## src/rtl/uartx_pkg.sv

```systemverilog
package uartx_pkg;
  typedef struct packed {
    logic loadData;
    logic loadBreak;
    logic loadIdle;
    logic shift;
  } txStrobe_t;
endpackage

```

## src/rtl/uartx_ctrl.sv

```systemverilog
module uartx_ctrl
  import uartx_pkg::*;
#(
  parameter int FRAME_BITS = 10
) (
  input  logic      clk,
  input  logic      rstN,
  input  logic      baudTick,
  input  logic      txEnable,
  input  logic      sendBreak,
  input  logic      wrStrobe,
  output txStrobe_t strobe,
  output logic      dataEmpty,
  output logic      txComplete,
  output logic      pinOwned
);
  localparam int CNT_W = $clog2(FRAME_BITS);
  localparam logic [CNT_W-1:0] LAST_BIT = CNT_W'(FRAME_BITS - 1);

  logic             busy;
  logic [CNT_W-1:0] bitCnt;
  logic             brkPend;
  logic             idlePend;
  logic             enPrev;
  logic             brkPrev;
  logic             lastBit;
  logic             shifterFree;
  logic             anyLoad;
  logic             goIdle;

  assign lastBit     = busy && (bitCnt == LAST_BIT);
  assign shifterFree = !busy || lastBit;

  // Free shifter takes the most urgent request: break, then idle, then data.
  always_comb begin
    strobe = '0;
    if (baudTick && shifterFree) begin
      if (brkPend)                     strobe.loadBreak = 1'b1;
      else if (idlePend)               strobe.loadIdle  = 1'b1;
      else if (!dataEmpty && txEnable) strobe.loadData  = 1'b1;
    end
    anyLoad      = strobe.loadBreak || strobe.loadIdle || strobe.loadData;
    strobe.shift = baudTick && busy && !anyLoad;
    goIdle       = baudTick && lastBit && !anyLoad;
  end

  assign pinOwned = txEnable || busy || brkPend || idlePend;

  always_ff @(posedge clk) begin
    if (!rstN) begin
      busy       <= 1'b0;
      bitCnt     <= '0;
      brkPend    <= 1'b0;
      idlePend   <= 1'b0;
      enPrev     <= 1'b0;
      brkPrev    <= 1'b0;
      dataEmpty  <= 1'b1;
      txComplete <= 1'b1;
    end else begin
      enPrev  <= txEnable;
      brkPrev <= sendBreak;

      if (anyLoad) begin
        busy   <= 1'b1;
        bitCnt <= '0;
      end else if (strobe.shift) begin
        if (lastBit) busy <= 1'b0;
        else         bitCnt <= bitCnt + 1'b1;
      end

      brkPend  <= (brkPend && !strobe.loadBreak)
                || (brkPrev && !sendBreak)
                || (strobe.loadBreak && sendBreak);
      idlePend <= (idlePend && !strobe.loadIdle) || (txEnable && !enPrev);

      if (wrStrobe) begin
        dataEmpty  <= 1'b0;
        txComplete <= 1'b0;
      end else begin
        if (strobe.loadData)         dataEmpty  <= 1'b1;
        if (goIdle && dataEmpty)     txComplete <= 1'b1;
      end
    end
  end
endmodule

```

## src/rtl/uartx_shift.sv

```systemverilog
module uartx_shift
  import uartx_pkg::*;
#(
  parameter int DATA_BITS = 8
) (
  input  logic                 clk,
  input  logic                 rstN,
  input  logic                 wrStrobe,
  input  logic [DATA_BITS-1:0] wrData,
  input  txStrobe_t            strobe,
  output logic                 txd
);
  localparam int FRAME_BITS = DATA_BITS + 2;

  logic [DATA_BITS-1:0]  holdBuf;
  logic [FRAME_BITS-1:0] shiftReg;

  always_ff @(posedge clk) begin
    if (!rstN) begin
      holdBuf  <= '0;
      shiftReg <= '1;
    end else begin
      if (wrStrobe) holdBuf <= wrData;
      if (strobe.loadData)       shiftReg <= {1'b1, holdBuf, 1'b0};
      else if (strobe.loadBreak) shiftReg <= '0;
      else if (strobe.loadIdle)  shiftReg <= '1;
      else if (strobe.shift)     shiftReg <= {1'b1, shiftReg[FRAME_BITS-1:1]};
    end
  end

  assign txd = shiftReg[0];
endmodule

```

## src/rtl/uartx_top.sv

```systemverilog
module uartx_top
  import uartx_pkg::*;
#(
  parameter int DATA_BITS = 8
) (
  input  logic                 clk,
  input  logic                 rstN,
  input  logic                 baudTick,
  input  logic                 txEnable,
  input  logic                 sendBreak,
  input  logic                 wrStrobe,
  input  logic [DATA_BITS-1:0] wrData,
  output logic                 txd,
  output logic                 dataEmpty,
  output logic                 txComplete,
  output logic                 pinOwned
);
  localparam int FRAME_BITS = DATA_BITS + 2;

  txStrobe_t strobe;

  uartx_ctrl #(.FRAME_BITS(FRAME_BITS)) u_ctrl (
    .clk(clk), .rstN(rstN), .baudTick(baudTick), .txEnable(txEnable),
    .sendBreak(sendBreak), .wrStrobe(wrStrobe), .strobe(strobe),
    .dataEmpty(dataEmpty), .txComplete(txComplete), .pinOwned(pinOwned)
  );

  uartx_shift #(.DATA_BITS(DATA_BITS)) u_shift (
    .clk(clk), .rstN(rstN), .wrStrobe(wrStrobe), .wrData(wrData),
    .strobe(strobe), .txd(txd)
  );
endmodule

```

## config.mk

```make
export PLATFORM = sky130hd
export DESIGN_NAME = uartx_top
export DESIGN_NICKNAME = d
export VERILOG_FILES = /design/src/rtl/uartx_pkg.sv /design/src/rtl/uartx_ctrl.sv /design/src/rtl/uartx_shift.sv /design/src/rtl/uartx_top.sv
export SDC_FILE = /design/constraint.sdc
export NUM_CORES = 1
export LEC_CHECK = 0
export ABC_AREA = 1
export ABC_CLOCK_PERIOD_IN_PS = 1700
export BUFFER_PORTS_ARGS = -buffer_cell sky130_fd_sc_hd__buf_4
export CORE_ASPECT_RATIO = 0.7
export CORE_MARGIN = 8
export CORE_UTILIZATION = 55
export DETAILED_ROUTE_END_ITERATION = 6
export PLACE_DENSITY = 0.76
export SLEW_MARGIN = 20
export SYNTH_ARGS = -nofsm -noshare
export SYNTH_HDL_FRONTEND = slang
export SYNTH_SLANG_ARGS = --single-unit
```

## constraint.sdc

```tcl
create_clock -name clk -period 1.7 [get_ports clk]
set_input_delay 0.085 -clock clk [delete_from_list [all_inputs] [get_ports clk]]
set_output_delay 0.085 -clock clk [all_outputs]
set_load 0.05 [all_outputs]
```

==> impl_metrics.env <==
export IMPL_critPathArrivalTime_ns=1.81
export IMPL_ys_types=29
export IMPL_powerDensity_nw_per_um2=985
export IMPL_fin_crit_sh_pct=95.7
export IMPL_grt_overflow_total=0
export IMPL_slew_violations=0
export IMPL_cts_max_level=2
export IMPL_area_growth_pct=23.9
export IMPL_power_total_w=0.00182
export IMPL_setup_worst_path_start_class="register"
export IMPL_path_buf_inv=3
export IMPL_worst_slew_pin_slew_ns=0.355
export IMPL_status="completed"
export IMPL_placedCellCount=259
export IMPL_dieArea_sq_um=4650
export IMPL_rrSetupSlack_ns=0.07
export IMPL_post_place_ws_ns=0.0752
export IMPL_io_buffers=17
export IMPL_hold_path_startpoint="sendBreak"
export IMPL_ys_flop_type="dfxtp_1"
export IMPL_path_class="reg2reg"
export IMPL_clkSlewWorstSetupHoldPaths_ns=0.06
export IMPL_die_w_um=78.2
export IMPL_wirelength_um=3650
export IMPL_startpoint="u_ctrl.bitCnt[1]$_SDFFE_PP0P_"
export IMPL_fin_cells=277
export IMPL_setup_viol=0
export IMPL_worst_path_stages=10
export IMPL_coreArea_sq_um=2510
export IMPL_vias_per_cell=4.95
export IMPL_drc=0
export IMPL_syn_num_nets=228
export IMPL_drive_gt1_share_pct=24.3
export IMPL_grt_pass1_vias=1261
export IMPL_path_delay_family="compound AO/OA/AOI/OAI gates"
export IMPL_avgRoutedWirePerCell_um=13.2
export IMPL_rsz0062_at_grt="false"
export IMPL_grt_use_total_pct=15.7
export IMPL_n_antenna_cell=0
export IMPL_cts_root_buf="clkbuf_8"
export IMPL_start_util_pct=59.2
export IMPL_synth_avg_cell_area_sq_um=7.02
export IMPL_synth_edf_count=0
export IMPL_fin_crit_ns=1.63
export IMPL_setup_tns_ns=0
export IMPL_ff2ff_path_depth=10
export IMPL_cap_violations=0
export IMPL_relSlewSlack_pct=76.3
export IMPL_ys_ff_latch=29
export IMPL_cts_buffer_depth=2
export IMPL_drt_pass1_iterations=4
export IMPL_fp_dieH_um=59.5
export IMPL_first_iter_violations=131
export IMPL_final_setup_skew_ns=0.00615
export IMPL_worstPathMaxFanout=6
export IMPL_min_path_type="in2reg"
export IMPL_clk_latency_ns=0.29
export IMPL_ir_drop_mv=0.672
export IMPL_worstReg2RegEnd="u_shift.shiftReg[4]$_SDFFE_PN1P_"
export IMPL_timing_fmax_ghz=0.615
export IMPL_setup_ws_ns=0.0728
export IMPL_max_stage_delay_ns=0.32
export IMPL_ios=18
export IMPL_synthCells=212
export IMPL_cp_endpoint="u_shift.shiftReg[4]$_SDFFE_PN1P_"
export IMPL_cts_inserted_buffers=5
export IMPL_critPathSlowestCell="dfxtp_1"
export IMPL_antenna_left=0
export IMPL_cts_tree="yes"
export IMPL_p_leak_nw=0.997
export IMPL_clock_sink_count=29
export IMPL_antenna_found_initial=0
export IMPL_vias=1371
export IMPL_required_ns=1.89
export IMPL_syn_area_sq_um=1490
export IMPL_async_reset_ff_share_pct=0
export IMPL_hold_violations=0
export IMPL_nets=258
export IMPL_rows=15
export IMPL_place_congestion=0.830
export IMPL_grt_pass1_wl_um=5630
export IMPL_r2r_start="u_ctrl.bitCnt[1]$_SDFFE_PP0P_"
export IMPL_cp_cell_sequence="inv_2 -> ha_4 -> nand3_4 -> a21oi_4 -> o31ai_4 -> nand2_4 -> clkbuf_4 -> o21ai_0 -> inv_1 -> nand2_1"
export IMPL_seq_area_frac_synth_pct=39.0
export IMPL_dp_hpwl_um=2450
export IMPL_cp_end_kind="register"
export IMPL_grt_max_degree=25
export IMPL_ys_warn_count=0
kinds of logic (layout without fill, tap and decap cells):
| kind of cell | Yosys count | in the layout | share of synthesized area (%) |
|---|---|---|---|
| xor+xnor | 1 | 1 | 0.589 |
| flops | 29 | 29 | 39.0 |
| compound gates | 28 | 28 | 12.7 |
| fa+ha+maj | 2 | 2 | 1.68 |
| buf+inv | 41 | 72 | 11.0 |
| simple gates | 111 | 111 | 35.0 |
worst min-delay path by stage:
stage	endpoint	slack, ns	cells after the start
after floorplan	u_ctrl.brkPrev$_SDFF_PN0_	0.18	2
final	u_ctrl.brkPrev$_SDFF_PN0_	0.003	3
after detailed placement	u_ctrl.brkPrev$_SDFF_PN0_	0.30	3
after global placement	u_ctrl.brkPrev$_SDFF_PN0_	0.28	3
after global routing	u_ctrl.brkPrev$_SDFF_PN0_	0.02	3
after CTS	u_ctrl.brkPrev$_SDFF_PN0_	0.001	3
cell usage after synthesis, types with 2 or more instances:
cell	count	area share, %
a21oi_1	6	2.0
clkbuf_1	2	0.50
dfxtp_1	29	39
ha_1	2	1.7
inv_1	32	8.1
inv_2	4	1.0
nand2_1	61	15
nand2_2	2	0.84
nand2_4	2	1.5
nand3_1	13	4.4
nand3_4	2	2.4
nand4_1	4	1.7
nor2_1	22	5.6
o21ai_0	15	5.0
o21ai_2	2	1.2
metal layers:
metal	share of wire, %	track usage, %	wire length [um]	up-vias
met5	0	0	0	-
met4	3.3	10.2	120	0
met3	5.8	5.00	211	12
met2	44	22.4	1620	43
met1	46	19.9	1690	597
li1	-	-	-	719
cell usage in the layout (no fill, tap or decap), drive strengths merged:
cell,Yosys,layout
nor3,1,1
nand4,4,4
xor2,1,1
o21ai,19,19
or3,1,1
nand2,65,65
buf,2,27
inv,36,36
dfxtp,29,29
o31ai,1,1
clkinv,0,1
a21oi,7,7
ha,2,2
clkbuf,3,8
o211ai,1,1
nor2,24,24
nand3,16,16
cell type report:
class                           count  area (sq um)
Clock buffer                        7          96.3
Clock inverter                      1          5.00
Fill cell                         207           672
Inverter                           36           135
Multi-Input combinational cell    142           768
Sequential cell                    29           582
Tap cell                           34          42.5
Timing Repair Buffer               28           214
worst register-to-register path: cells and delay by family (launching register included):
| kind | cells | cell delay, ns |
|---|---|---|
| flops | 1 | 0.32 |
| fa+ha+maj | 1 | 0.14 |
| simple gates | 3 | 0.25 |
| buf+inv | 3 | 0.32 |
| compound gates | 3 | 0.49 |
state kept, by name (all words and copies together) (netlist names):
name	cells
u_ctrl.idlePend	1
u_ctrl.bitCnt	4
u_ctrl.txComplete	1
u_ctrl.brkPrev	1
u_ctrl.brkPend	1
u_ctrl.busy	1
u_ctrl.enPrev	1
u_shift.holdBuf	8
u_shift.shiftReg	10
u_ctrl.dataEmpty	1
through the flow:
stage | hold WS (ns) | area [sq um] | util (%)
2_1_floorplan | 0.183 | 1490 | -
3_3_place_gp | 0.277 | 1640 | 65.1
3_5_place_dp | 0.298 | 1640 | 65.1
4_1_cts | 0.00102 | 1740 | 69.1
5_1_grt | 0.0214 | 1840 | 73.3
6_report | 0.00345 | 1840 | 73.3
report_power, final:
part | switching, W | internal [W] | total (W)
Clock | 0.000264 | 0.000365 | 0.000629
Sequential | 0.0000389 | 0.000739 | 0.000778
Combinational | 0.000246 | 0.000163 | 0.000409
timing repair:
item                                   in CTS  in global routing
endpoints found under the hold margin       0                  0
setup endpoints to repair                   0                 12
setup buffers                               0                 10
gates resized for setup                     0                  8
hold buffers                                0                  0
(Power assumes the default switching activity.)
